==> src/rtl/nib_par_pkg.sv <==
package nib_par_pkg;

  // Parity after folding one more bit into the running parity.
  function automatic logic fold_bit(input logic par, input logic bit_in);
    return par ^ bit_in;
  endfunction

  // A group is even when its folded parity is zero.
  function automatic logic is_even(input logic par);
    return ~par;
  endfunction

endpackage

==> src/rtl/nib_pos_ctr.sv <==
module nib_pos_ctr #(
  parameter int GROUP_LEN = 4,
  localparam int CNT_W = (GROUP_LEN > 2) ? $clog2(GROUP_LEN) : 1
) (
  input  logic             clk,
  input  logic             rst,
  output logic [CNT_W-1:0] pos_o,
  output logic             frame_end_o
);
  localparam logic [CNT_W-1:0] LAST = CNT_W'(GROUP_LEN - 1);

  logic [CNT_W-1:0] pos_q;

  assign frame_end_o = (pos_q == LAST);
  assign pos_o       = pos_q;

  always_ff @(posedge clk) begin
    if (rst)              pos_q <= '0;
    else if (frame_end_o) pos_q <= '0;
    else                  pos_q <= pos_q + CNT_W'(1);
  end
endmodule

==> src/rtl/nib_par_acc.sv <==
module nib_par_acc
  import nib_par_pkg::*;
(
  input  logic clk,
  input  logic rst,
  input  logic bit_i,
  input  logic clear_i,
  output logic par_next_o
);
  logic par_q;

  assign par_next_o = fold_bit(par_q, bit_i);

  always_ff @(posedge clk) begin
    if (rst || clear_i) par_q <= 1'b0;
    else                par_q <= par_next_o;
  end
endmodule

==> src/rtl/nib_even_det.sv <==
module nib_even_det
  import nib_par_pkg::*;
#(
  parameter int GROUP_LEN = 4
) (
  input  logic clk,
  input  logic rst,
  input  logic ser_in,
  output logic even_flag
);
  localparam int CNT_W = (GROUP_LEN > 2) ? $clog2(GROUP_LEN) : 1;

  logic [CNT_W-1:0] pos;
  logic             frame_end;
  logic             par_next;
  logic             flag_q;

  nib_pos_ctr #(.GROUP_LEN(GROUP_LEN)) pos_i (
    .clk         (clk),
    .rst         (rst),
    .pos_o       (pos),
    .frame_end_o (frame_end)
  );

  nib_par_acc par_i (
    .clk        (clk),
    .rst        (rst),
    .bit_i      (ser_in),
    .clear_i    (frame_end),
    .par_next_o (par_next)
  );

  always_ff @(posedge clk) begin
    if (rst) flag_q <= 1'b0;
    else     flag_q <= frame_end & is_even(par_next);
  end

  assign even_flag = flag_q;

  logic unused_pos;
  assign unused_pos = ^pos;
endmodule

==> config.mk <==
export PLATFORM = sky130hd
export DESIGN_NAME = nib_even_det
export DESIGN_NICKNAME = d
export VERILOG_FILES = /design/src/rtl/nib_par_pkg.sv /design/src/rtl/nib_pos_ctr.sv /design/src/rtl/nib_par_acc.sv /design/src/rtl/nib_even_det.sv
export SDC_FILE = /design/constraint.sdc
export NUM_CORES = 1
export LEC_CHECK = 0
export BUFFER_PORTS_ARGS = -buffer_cell sky130_fd_sc_hd__buf_2
export CAP_MARGIN = 20
export CELL_PAD_IN_SITES_DETAIL_PLACEMENT = 0
export CELL_PAD_IN_SITES_GLOBAL_PLACEMENT = 1
export CORE_AREA = 2 2 39 41
export CTS_BUF_LIST = sky130_fd_sc_hd__clkbuf_2 sky130_fd_sc_hd__clkbuf_4 sky130_fd_sc_hd__clkbuf_8
export CTS_CLUSTER_DIAMETER = 200
export DETAILED_ROUTE_END_ITERATION = 12
export DIE_AREA = 0 0 41 43
export PLACE_DENSITY_LB_ADDON = 0.1
export SLEW_MARGIN = 20
export SYNTH_ARGS = -nofsm -noshare
export SYNTH_HDL_FRONTEND = slang
export SYNTH_SLANG_ARGS = --single-unit
==> constraint.sdc <==
create_clock -name clk -period 0.9 [get_ports clk]
set_input_delay 0.18 -clock clk [delete_from_list [all_inputs] [get_ports clk]]
set_output_delay 0.18 -clock clk [all_outputs]
set_load 0.01 [all_outputs]
==> Flow_metrics.wiki, run 1 <==
{| class="wikitable"
! Metric !! Value
|-
| Kind of critical path || flip-flop to flip-flop
|-
| Routed vias || 99
|-
| Count of warnings emitted by yosys || 0
|-
| Post-CTS Repair Setup Buffers || 0
|-
| Headroom to the max-slew limit || 0.8892
|-
| Ratio of cells with drive above 1 in the final layout || 0.6250
|-
| Cell Area, Synth || 133.9 µm²
|-
| Critical Path End Type || flip-flop
|-
| Final global-route overflow total || 0
|-
| Non-filler instance count after layout || 32
|-
| Nets || 22
|-
| Area growth from synthesis to layout || 49.53%
|-
| Maximum clock path buffer count || 2
|-
| Worst Hold Margin || 0.1778 ns
|-
| Setup TNS || 0 ns
|-
| Slack of the worst reg-to-reg path || 0.06 ns
|-
| Peak per-stage delay on the critical path || roughly 0.32 ns
|-
| Final core utilization || 0.1447
|-
| Result of the run || finished, final reports clean
|-
| Max-slew violation count || 0
|-
| Placeable core region || 1384 µm²
|-
| Period Utilization, post-route || 0.9335
|-
| Internal || 373.7 µW
|-
| Average wire per cell in the routed design || 7.250 µm
|-
| Detailed Route WL || between 200 and 250 µm
|-
| Worst-margin pin slew || 0.1657 ns
|-
| Clock-pin slew on the worst setup and hold paths || ~0.04 ns
|-
| Part of the power in registers || 0.438
|-
| Time the final worst path needs with I/O delays and setup || 0.8401 ns
|-
| Fraction of power spent switching nets || 0.2028
|-
| Post-route DRC violation count || 0
|-
| Insertion delay to the later sink of the worst-skew pair || 0.23 ns
|-
| DIE HEIGHT || roughly 43 µm
|-
| Count of antenna diodes in the layout || 0
|-
| Antenna violations before repair || 0
|-
| Max Fclk || 1190 MHz
|-
| Clock buffers created by TritonCTS || 3
|-
| Final count of negative-setup-slack endpoints || 0
|-
| Min-delay worst type || primary input to flip-flop
|-
| Number of cells traversed by the worst register-to-register path || 2
|-
| Worst Path Arrival || 0.96 ns
|-
| Source of the worst hold timing path || rst
|-
| Cell types with the largest area share after synthesis || sky130_fd_sc_hd__dfxtp_1 (60%), sky130_fd_sc_hd__nor3b_1 (11%), sky130_fd_sc_hd__ha_1 (9.3%)
|-
| Num rows || 14
|-
| Startpoint type of the worst setup path || flip-flop
|-
| Part of the total power dissipated in the clock network || 0.465
|-
| Die footprint || 1763 µm²
|-
| Clock tree from TritonCTS || built
|-
| Die width || approximately 40 µm
|-
| Reg-to-reg startpoint || pos_i.pos_o[0]
|-
| Largest net degree at the start of global routing || 5
|-
| Portion of the post-synthesis area used by sequential elements || 0.5981
|-
| Mean Syn Cell Area || 13.39 µm²
|-
| Switching power of the nets || 95.07 µW
|-
| Cell-by-cell trace of the critical path || ha_2 > nor3b_2
|-
| Clock Sinks || 4
|-
| Pwr per Cell Area || 2341 nW/µm²
|-
| Proportion of power drawn by combinational gates || 0.097
|-
| Max-Cap Viols || 0
|-
| Share of the synthesized area in the top cell type || 0.5981
|-
| Worst Path Required || approximately 1.0 ns
|-
| Highest fanout seen on the critical path || 2
|-
| Maximum vdd drop || 657.5 µV
|-
| Violation count after the first detailed-route iteration || 2
|-
| Initial Utilization || 0.09674
|-
| Maximum level of the CTS H-tree || 1
|-
| Final hold violations || 0
|-
| RePlAce Congestion || 0.5480
|-
| Post-detailed-route via-to-cell ratio || 3.094
|-
| Pre-Repair DR Iteration Count || 2
|-
| Final worst clock skew || 0.003408 ns
|-
| Flop and latch count out of synthesis || 4
|-
| RSZ-0062 raised after global routing || false
|-
| Slowest cell on the critical path || sky130_fd_sc_hd__dfxtp_2
|-
| Cell variety after synth || 6
|-
| Number of global-route vias before repair || 94
|-
| Post-synthesis net count || 14
|-
| Total routing resource utilization after global routing || 0.03916
|-
| Worst flop-to-flop path endpoint || pos_i.pos_o[1]
|-
| Buffers added on ports || 3
|-
| Number of placed instances with taps included || 29
|-
| Dominant cell type by area after synthesis || sky130_fd_sc_hd__dfxtp_1
|-
| Final antenna-violating net count || 0
|-
| Cell depth of the worst min-delay path || 2
|-
| Cell at the root of the clock tree || sky130_fd_sc_hd__clkbuf_4
|-
| Number of top-level design ports || 4
|-
| Gate count after technology mapping || 10
|-
| Post-cts hold buffer count || 0
|-
| Leakage power || 0.08274 nW
|-
| First-pass GRT wire length || 351 µm
|-
| Post-layout power || 468.7 µW
|-
| Endpoint of the worst hold-timing path || par_i.par_q
|}
==> cell type report <==
cell class / count / area [µm²]
Clock buffer: 3 / 22.52
Fill cell: 158 / 1184
Multi-Input combinational cell: 6 / 61.31
Sequential cell: 4 / 81.33
Tap cell: 16 / 20.02
Timing Repair Buffer: 3 / 15.01
==> stage by stage <==
| step | worst slack [ns] | area [µm²] |
|---|---|---|
| floorplan | 0.1016 | 133.9 |
| global route | 0.02333 | 200.2 |
| detailed placement | 0.06519 | 168.9 |
| global placement | 0.05473 | 168.9 |
| finish | 0.05988 | 200.2 |
| CTS | 0.05599 | 191.4 |
==> worst max-delay path by stage <==
stage | start | endpoint | slack [ns] | cells after the start
after global placement | pos_i.pos_o[0] | even_flag | 0.05 | 2
after CTS | pos_i.pos_o[0] | pos_i.pos_o[1] | 0.06 | 2
after global routing | pos_i.pos_o[0] | pos_i.pos_o[1] | 0.02 | 2
final | pos_i.pos_o[0] | pos_i.pos_o[1] | 0.06 | 2
after floorplan | pos_i.pos_o[0] | pos_i.pos_o[1] | 0.10 | 2
after detailed placement | pos_i.pos_o[0] | pos_i.pos_o[1] | 0.07 | 2
==> state kept, by name (all words and copies together) (netlist names) <==
register / flops
even_flag: 1
pos_i.pos_o: 2
par_i.par_q: 1
==> layout by cell type (no fill, tap or decap), drive strengths merged <==
cell and instances:
dfxtp 4, clkbuf 3, buf 3, nor3b 3, nor3 1, xor2 1
ha 1
==> cell families (layout without fill, tap and decap cells) <==
kind of cell / count (synthesis) / in the layout / synth area share
fa+ha+maj: 1 / 1 / 0.09344
buf+inv: 0 / 6 / 0
simple gates: 4 / 4 / 0.2429
xor+xnor: 1 / 1 / 0.06543
flops: 4 / 4 / 0.5982
==> timing repair <==
| item | 4_1_cts | 5_1_grt |
|---|---|---|
| hold endpoints to repair | 0 | 0 |
| gates resized for setup | 0 | 3 |
| setup endpoints to repair | 0 | 3 |
==> metal layers <==
metal	GRT usage	up-vias	share of wire
li1	-	48	-
met1	0.02894	43	0.43
met2	0.03750	8	0.35
met3	0.07853	0	0.22
met4	0.02000	0	0
met5	0	-	0
==> worst max-delay path: cells and delay by family, from the launching register on <==
kind,cells,cell delay (ns)
fa+ha+maj,1,0.26
flops,1,0.32
simple gates,1,0.15
==> synthesized netlist by cell type <==
cell type	number
sky130_fd_sc_hd__dfxtp_1	4
sky130_fd_sc_hd__ha_1	1
sky130_fd_sc_hd__nor3_1	1
sky130_fd_sc_hd__nor3b_1	2
sky130_fd_sc_hd__nor3b_2	1
sky130_fd_sc_hd__xor2_1	1
==> power by group through the flow <==
stage | logic (mW) | registers [mW] | clock network, mW
2_1_floorplan | 0.0275 | 0.206 | 0
3_3_place_gp | 0.0406 | 0.206 | 0
3_5_place_dp | 0.0408 | 0.206 | 0
4_1_cts | 0.0412 | 0.203 | 0.232
5_1_grt | 0.0537 | 0.207 | 0.250
6_report | 0.0453 | 0.205 | 0.218
No activity file was read; power rests on OpenSTA's default activity.
==> run 2: changes to the inputs <==
--- a/config.mk
+++ b/config.mk
@@ -18,4 +18,5 @@
 export SLEW_MARGIN = 20
 export SYNTH_ARGS = -nofsm -noshare
 export SYNTH_HDL_FRONTEND = slang
+export SYNTH_HIERARCHICAL = 1
 export SYNTH_SLANG_ARGS = --single-unit
==> constraint.sdc (replaced) <==
create_clock -name clk -period 1 [get_ports clk]
set_input_delay 0.2 -clock clk [delete_from_list [all_inputs] [get_ports clk]]
set_output_delay 0.2 -clock clk [all_outputs]
set_load 0.01 [all_outputs]
==> run 2 against run 1 <==
Combinational power decreased by 4%; total power decreased by 8.9%; sequential share of layout area decreased by 1.8 points; fmax decreased by 3.6%; global-route usage increased by 0.89 points; sequential power decreased by 10%; die area unchanged; register-to-register slack improved by 0.07 ns; clock skew decreased by 0.00055 ns; setup slack improved by 0.069 ns; synthesized area increased by 11%; critical endpoint is now even_flag; largest power group unchanged; highest routed layer unchanged.
==> Flow_metrics.wiki, run 2 <==
{| class="wikitable"
! Metric !! Value
|-
| Antenna violations before repair || 0 (unchanged)
|-
| Leading cell types in the layout, fill and taps excluded || sky130_fd_sc_hd__dfxtp_1 (4), sky130_fd_sc_hd__nor3b_2 (3), sky130_fd_sc_hd__clkbuf_4 (3), sky130_fd_sc_hd__buf_2 (3) (was sky130_fd_sc_hd__clkbuf_4 (3), sky130_fd_sc_hd__dfxtp_1 (3), sky130_fd_sc_hd__buf_2 (3))
|-
| Critical Path End Type || flip-flop (unchanged)
|-
| Max-slew violation count || 0 (unchanged)
|-
| Violation count after the first detailed-route iteration || 1 (was 2)
|-
| Kind of cell adding the most delay to the critical path || flip-flops (unchanged)
|-
| Final antenna-violating net count || 0 (unchanged)
|-
| Post-layout power || 426.9 µW (was 468.7 µW)
|-
| Final hold violations || 0 (unchanged)
|-
| Worst-margin pin slew || 0.2094 ns (was 0.1657 ns)
|-
| Cell at the root of the clock tree || sky130_fd_sc_hd__clkbuf_4 (unchanged)
|-
| Final worst clock skew || 0.002859 ns (was 0.003408 ns)
|-
| Headroom to the max-slew limit || 0.8604 (was 0.8892)
|-
| Post-cts hold buffer count || 0 (unchanged)
|-
| Count of flip-flops with a built-in enable after synthesis || 0 (unchanged)
|-
| Async S/R FF share, synth || 0 (unchanged)
|-
| Post-synthesis compound-gate area fraction || 0 (unchanged)
|-
| Post-synthesis share of cell area spent on and, or, nand and nor gates || 0.3193 (was 0.2430)
|-
| Worst Path Required || 1.12 ns (was 1.02 ns)
|-
| Period Utilization, post-route || 0.8712 (was 0.9335)
|-
| First-pass GRT wire length || 427 µm (was 351 µm)
|-
| Maximum vdd drop || 776.5 µV (was 657.5 µV)
|-
| Cell Area, Synth || 148.9 µm² (was 133.9 µm²)
|-
| Setup TNS || 0 ns (unchanged)
|-
| Insertion delay to the later sink of the worst-skew pair || 0.23 ns (about the same)
|-
| Share of the synthesized area in the top cell type || 0.5378 (was 0.5981)
|-
| Number of global-route vias before repair || 120 (was 94)
|-
| Leakage power || 0.08760 nW (was 0.08274 nW)
|-
| Clock Sinks || 4 (unchanged)
|-
| Total routing resource utilization after global routing || 0.04805 (was 0.03916)
|-
| Non-filler instance count after layout || 32 (unchanged)
|-
| Fraction of the mapped netlist area in adder cells || 0.08403 (was 0.09346)
|-
| Max Fclk || 1148 MHz (was 1190 MHz)
|-
| Final instance area || 206.4 µm² (was 200.2 µm²)
|-
| Peak per-stage delay on the critical path || 0.31 ns (was 0.32 ns)
|-
| Average wire per cell in the routed design || 8.188 µm (was 7.250 µm)
|-
| Count of warnings emitted by yosys || 6 (was 0)
|-
| Source of the worst hold timing path || rst (unchanged)
|-
| Final count of negative-setup-slack endpoints || 0 (unchanged)
|-
| Pwr per Cell Area || 2068 nW/µm² (was 2341 nW/µm²)
|-
| Largest register FFs || 2 (unchanged)
|-
| Most common cell in the netlist || sky130_fd_sc_hd__dfxtp_1 (unchanged)
|-
| Cell types with the largest area share after synthesis || sky130_fd_sc_hd__dfxtp_1 (54%), sky130_fd_sc_hd__nor3b_2 (25%), sky130_fd_sc_hd__ha_1 (8.4%) (was sky130_fd_sc_hd__dfxtp_1 (60%), sky130_fd_sc_hd__nor3b_1 (11%), sky130_fd_sc_hd__ha_1 (9.3%))
|-
| Min-delay worst type || primary input to flip-flop (unchanged)
|-
| Launching instance or port of the critical path || pos_i/pos_o[0] (was pos_i.pos_o[0])
|-
| Slowest cell on the critical path || sky130_fd_sc_hd__dfxtp_1 (was sky130_fd_sc_hd__dfxtp_2)
|-
| Worst Hold Margin || 0.2216 ns (was 0.1778 ns)
|-
| Largest net degree at the start of global routing || 5 (unchanged)
|-
| Time the final worst path needs with I/O delays and setup || 0.8712 ns (was 0.8401 ns)
|-
| Number of fillers in the final layout || 155 (was 158)
|-
| Cell depth of the worst min-delay path || 2 (unchanged)
|-
| Portion of the post-synthesis area used by sequential elements || 0.5378 (was 0.5981)
|-
| DIE HEIGHT || 43 µm (unchanged)
|-
| Worst Path Arrival || 0.99 ns (was 0.96 ns)
|-
| Maximum level of the CTS H-tree || 1 (unchanged)
|-
| Post-route DRC violation count || 0 (unchanged)
|-
| Die width || 41 µm (unchanged)
|-
| RePlAce Congestion || 0.5520 (was 0.5480)
|-
| Flop and latch count out of synthesis || 4 (unchanged)
|-
| Ratio of cells with drive above 1 in the final layout || 0.6250 (unchanged)
|-
| RSZ-0062 raised after global routing || false (unchanged)
|-
| Worst path buffer plus inverter count || 0 (unchanged)
|-
| Number of cells traversed by the worst register-to-register path || 2 (unchanged)
|-
| Cell variety after synth || 5 (was 6)
|-
| Number of placed instances with taps included || 29 (unchanged)
|-
| Final core utilization || 0.1492 (was 0.1447)
|-
| Reg-to-reg startpoint || pos_i/pos_o[0] (was pos_i.pos_o[0])
|-
| Clock buffers created by TritonCTS || 3 (unchanged)
|-
| Mean Syn Cell Area || 14.89 µm² (was 13.39 µm²)
|-
| Nets || 22 (unchanged)
|-
| Startpoint type of the worst setup path || flip-flop (unchanged)
|-
| Leading register cell type out of synthesis || sky130_fd_sc_hd__dfxtp_1 (unchanged)
|-
| Number of top-level design ports || 4 (unchanged)
|-
| XOR/XNOR share of the synthesized area || 0.05882 (was 0.06542)
|-
| Maximum clock path buffer count || 2 (unchanged)
|-
| Die footprint || 1763 µm² (unchanged)
|-
| Post-placement setup slack || 0.1331 ns (was 0.06519 ns)
|-
| Detailed Route WL || 262 µm (was 232 µm)
|-
| Clock-pin slew on the worst setup and hold paths || 0.04 ns (about the same)
|-
| Area growth from synthesis to layout || 38.66% (was 49.53%)
|-
| Leading cell type in the layout, fill and taps excluded || sky130_fd_sc_hd__dfxtp_1
|-
| Routed vias || 101 (was 99)
|-
| Dpl cell area || 183.9 µm² (was 168.9 µm²)
|-
| Gate count after technology mapping || 10 (unchanged)
|-
| Kind of critical path || flip-flop to flip-flop (unchanged)
|-
| Top cells by count, synth || sky130_fd_sc_hd__dfxtp_1 (4), sky130_fd_sc_hd__nor3b_2 (3), sky130_fd_sc_hd__ha_1 (1), sky130_fd_sc_hd__nor3_2 (1), sky130_fd_sc_hd__xor2_1 (1) (was sky130_fd_sc_hd__dfxtp_1 (4), sky130_fd_sc_hd__nor3b_1 (2))
|-
| Result of the run || finished, final reports clean (unchanged)
|-
| Combined area of the multi-input logic cells || 68.82 µm² (was 61.31 µm²)
|-
| Final global-route overflow total || 0 (unchanged)
|-
| Count of antenna diodes in the layout || 0 (unchanged)
|-
| Post-CTS Repair Setup Buffers || 0 (unchanged)
|-
| Cell count along the critical path || 2 (unchanged)
|-
| Pre-Repair DR Iteration Count || 2 (unchanged)
|-
| Storage cell area || 80.08 µm² (was 81.33 µm²)
|-
| Placeable core region || 1384 µm² (unchanged)
|-
| Post-synthesis mux area share || 0 (unchanged)
|-
| Max-Cap Viols || 0 (unchanged)
|-
| Final critical-path setup slack || 0.1288 ns (was 0.05988 ns)
|-
| Post-detailed-route via-to-cell ratio || 3.156 (was 3.094)
|-
| Combinational family with the most area after synthesis || simple AND/OR/NAND/NOR gates (unchanged)
|-
| Post-CTS resize count || 0 (unchanged)
|-
| Initial Utilization || 0.1076 (was 0.09674)
|-
| Dominant cell type by area after synthesis || sky130_fd_sc_hd__dfxtp_1 (unchanged)
|-
| Num rows || 14 (unchanged)
|-
| Cell-by-cell trace of the critical path || ha_1 > nor3b_2 (was ha_2 > nor3b_2)
|-
| Buffers added on ports || 3 (unchanged)
|-
| Post-synthesis net count || 14 (unchanged)
|-
| Clock tree from TritonCTS || built (unchanged)
|-
| Highest fanout seen on the critical path || 4 (was 2)
|}
run 2: cell counts in the layout (fill, tap and decap cells not counted):
No cell type changed its count.
run 2: cells by family after synthesis:
family	count (synthesis)
xor+xnor	1
fa+ha+maj	1
flops	4
simple gates	4
run 2: worst paths after layout:
check / end / slack (ns)
setup / recovery: even_flag / 0.13
hold / removal: par_i/par_q / 0.22
setup reg to reg: even_flag / 0.13
hold reg to reg: pos_i/pos_o[0] / 0.43
run 2: layout make-up:
class | count | share of cell area
Clock buffer | 3 | 0.1091
Multi-Input combinational cell | 6 | 0.3333
Sequential cell | 4 | 0.3879
Tap cell | 16 | 0.09697
Timing Repair Buffer | 3 | 0.07273
run 2: where the power goes:
group / leakage [nW] / total, mW / internal (mW) / switching, mW
combinational: 0.0407 / 0.0435 / 0.0248 / 0.0186
sequential: 0.0331 / 0.184 / 0.177 / 0.00711
clock: 0.0138 / 0.199 / 0.134 / 0.0649
run 2: metal layers:
metal / GRT usage / vias up / wire length (µm)
met1: 0.03822 / 47 / 95
met3: 0.09424 / 0 / 46
met4: 0.02000 / 0 / 0
met2: 0.04688 / 6 / 120
li1: - / 48 / -
met5: 0 / - / 0
==> run 3: changes to the inputs <==
==> constraint.sdc (replaced) <==
create_clock -name clk -period 0.8 [get_ports clk]
set_input_delay 0.16 -clock clk [delete_from_list [all_inputs] [get_ports clk]]
set_output_delay 0.16 -clock clk [all_outputs]
set_load 0.01 [all_outputs]
==> run 3 against run 2 <==
Setup slack lost 0.13 ns; first-iteration DRC count grew to 3.0 times the previous value; critical path depth shrank 1; total power grew 29%; utilization grew 1.6 points; clock-buffer cell count is the same; critical path type is now flip-flop to output pin; critical endpoint is now even_flag; largest cell class unchanged; largest power group unchanged; highest routed layer unchanged.
==> Flow_metrics.wiki, run 3 (synthesis results as in run 2) <==
{| class="wikitable"
! Metric !! Value
|-
| Final global-route overflow total || 0 (unchanged)
|-
| Area growth from synthesis to layout || 53.78% (was 38.66%)
|-
| Worst Path Arrival || 0.64 ns (was 0.99 ns)
|-
| Worst-margin pin slew || 0.1802 ns (was 0.2094 ns)
|-
| Final antenna-violating net count || 0 (unchanged)
|-
| Peak per-stage delay on the critical path || 0.28 ns (was 0.31 ns)
|-
| Routed met3 length || 35 µm (was 46 µm)
|-
| Kind of cell adding the most delay to the critical path || flip-flops (unchanged)
|-
| Worst path buffer plus inverter count || 1 (was 0)
|-
| Post-detailed-route via-to-cell ratio || 2.848 (was 3.156)
|-
| Maximum vdd drop || 507.2 µV (was 776.5 µV)
|-
| Max Fclk || 1252 MHz
|-
| Largest register FFs || 2 (unchanged)
|-
| Setup TNS || 0 ns (unchanged)
|-
| Die footprint || 1763 µm² (unchanged)
|-
| Min-delay worst type || primary input to flip-flop (unchanged)
|-
| Max-slew violation count || 0 (unchanged)
|-
| Number of top-level design ports || 4 (unchanged)
|-
| Maximum clock path buffer count || 2 (unchanged)
|-
| Met2 wire len || 106 µm (was 120 µm)
|-
| Final hold violations || 0 (unchanged)
|-
| Pre-Repair DR Iteration Count || 3 (was 2)
|-
| Headroom to the max-slew limit || 0.8794 (was 0.8604)
|-
| Pwr per Cell Area || 2409 nW/µm² (was 2068 nW/µm²)
|-
| Dpl cell area || 185.2 µm² (was 183.9 µm²)
|-
| Num rows || 14 (unchanged)
|-
| Reg-to-reg startpoint || pos_i/pos_o[1] (was pos_i/pos_o[0])
|-
| Leakage power || 0.09189 nW (was 0.08760 nW)
|-
| First-pass GRT wire length || 351 µm (was 427 µm)
|-
| Post-route DRC violation count || 0 (unchanged)
|-
| Uppermost routed layer || met3 (unchanged)
|-
| Highest fanout seen on the critical path || 1 (was 4)
|-
| Worst Path Required || 0.64 ns (was 1.12 ns)
|-
| DIE HEIGHT || 43 µm (unchanged)
|-
| RSZ-0062 raised after global routing || true (was false)
|-
| Routed metal-1 wire length || 118 µm (was 95 µm)
|-
| Cell-by-cell trace of the critical path || buf_2 (was ha_1 > nor3b_2)
|-
| Total routing resource utilization after global routing || 0.03815 (was 0.04805)
|-
| Placeable core region || 1384 µm² (unchanged)
|-
| Time the final worst path needs with I/O delays and setup || around 0.8 ns
|-
| Final instance area || 229.0 µm² (was 206.4 µm²)
|-
| Count of antenna diodes in the layout || 0 (unchanged)
|-
| Launching instance or port of the critical path || even_flag (was pos_i/pos_o[0])
|-
| Buffers added on ports || 3 (unchanged)
|-
| Clock Sinks || 4 (unchanged)
|-
| Final count of negative-setup-slack endpoints || 0 (unchanged)
|-
| Die width || 41 µm (unchanged)
|-
| Insertion delay to the later sink of the worst-skew pair || 0.23 ns (about the same)
|-
| Antenna violations before repair || 0 (unchanged)
|-
| Routed vias || 94 (was 101)
|-
| Final worst clock skew || 0.0006457 ns (was 0.002859 ns)
|-
| RePlAce Congestion || 0.5426 (was 0.5520)
|-
| HPWL reported at the end of detailed placement || 175.9 µm
|-
| Kind of critical path || flip-flop to output pin (was flip-flop to flip-flop)
|-
| Clock tree from TritonCTS || built (unchanged)
|-
| Worst Hold Margin || 0.1692 ns (was 0.2216 ns)
|-
| Critical Path End Type || output pin (was flip-flop)
|-
| Max-Cap Viols || 0 (unchanged)
|-
| Detailed Route WL || 259 µm (was 262 µm)
|-
| Result of the run || finished, final reports clean (unchanged)
|-
| Largest net degree at the start of global routing || 5 (unchanged)
|-
| Number of global-route vias before repair || 81 (was 120)
|-
| Leading cell types in the layout, fill and taps excluded || sky130_fd_sc_hd__nor3b_2 (3), sky130_fd_sc_hd__clkbuf_4 (3), sky130_fd_sc_hd__buf_2 (3) (was sky130_fd_sc_hd__dfxtp_1 (4), sky130_fd_sc_hd__nor3b_2 (3), sky130_fd_sc_hd__clkbuf_4 (3), sky130_fd_sc_hd__buf_2 (3))
|-
| Startpoint type of the worst setup path || flip-flop (unchanged)
|-
| Source of the worst hold timing path || rst (unchanged)
|-
| Maximum level of the CTS H-tree || 1 (unchanged)
|-
| Nets || 23 (was 22)
|-
| Initial Utilization || 0.1076 (unchanged)
|-
| Post-cts hold buffer count || 0 (unchanged)
|-
| Period Utilization, post-route || 0.9987
|-
| Cell at the root of the clock tree || sky130_fd_sc_hd__clkbuf_4 (unchanged)
|-
| Clock buffers created by TritonCTS || 3 (unchanged)
|-
| Average wire per cell in the routed design || 7.848 µm (was 8.188 µm)
|-
| Slowest cell on the critical path || sky130_fd_sc_hd__dfxtp_1 (unchanged)
|-
| Clock-pin slew on the worst setup and hold paths || 0.04 ns (about the same)
|-
| Final core utilization || 0.1655 (was 0.1492)
|-
| Ratio of cells with drive above 1 in the final layout || 0.8235 (was 0.6250)
|-
| Violation count after the first detailed-route iteration || 3 (was 1)
|}
-- run 3: final timing paths --
path	endpoint	slack, ns	depth (start not counted)
worst max-delay path	even_flag	0.001	1
worst min-delay path	pos_i/pos_o[0]	0.17	2
worst max register to register	pos_i/pos_o[1]	0.01	2
worst min register to register	pos_i/pos_o[0]	0.52	2
-- run 3: layout make-up --
cell class / instances / area, µm²
multi-input combinational: 6 / 81.33
clock buffer: 3 / 22.52
fill: 151 / 1155
sequential: 4 / 82.58
timing repair buffer: 4 / 22.52
tap: 16 / 20.02
-- run 3: metal layers --
| layer | GRT usage | up-vias |
|---|---|---|
| li1 | - | 52 |
| met3 | 0.07853 | 0 |
| met5 | 0 | - |
| met4 | 0 | 0 |
| met2 | 0.03750 | 4 |
| met1 | 0.03537 | 38 |
-- run 3: per-stage QoR --
stage,setup slack (ns),power [mW],std cells
finish,0.001071,0.5515,33
global route,-0.03255,0.5881,33
CTS,-0.01341,0.5721,33
detailed placement,-0.05580,0.2886,29
global placement,-0.05382,0.2876,29
floorplan,-0.007575,0.2713,10
-- run 3: where the power goes --
group	switching (mW)	internal [mW]
sequential	0.0151	0.225
clock	0.0767	0.167
combinational	0.0248	0.0429
-- run 3: repair_timing --
action	in CTS	in global routing
buffers inserted	1	0
endpoints found under the setup margin	5	1
gates cloned	0	0
resized for setup	3	0
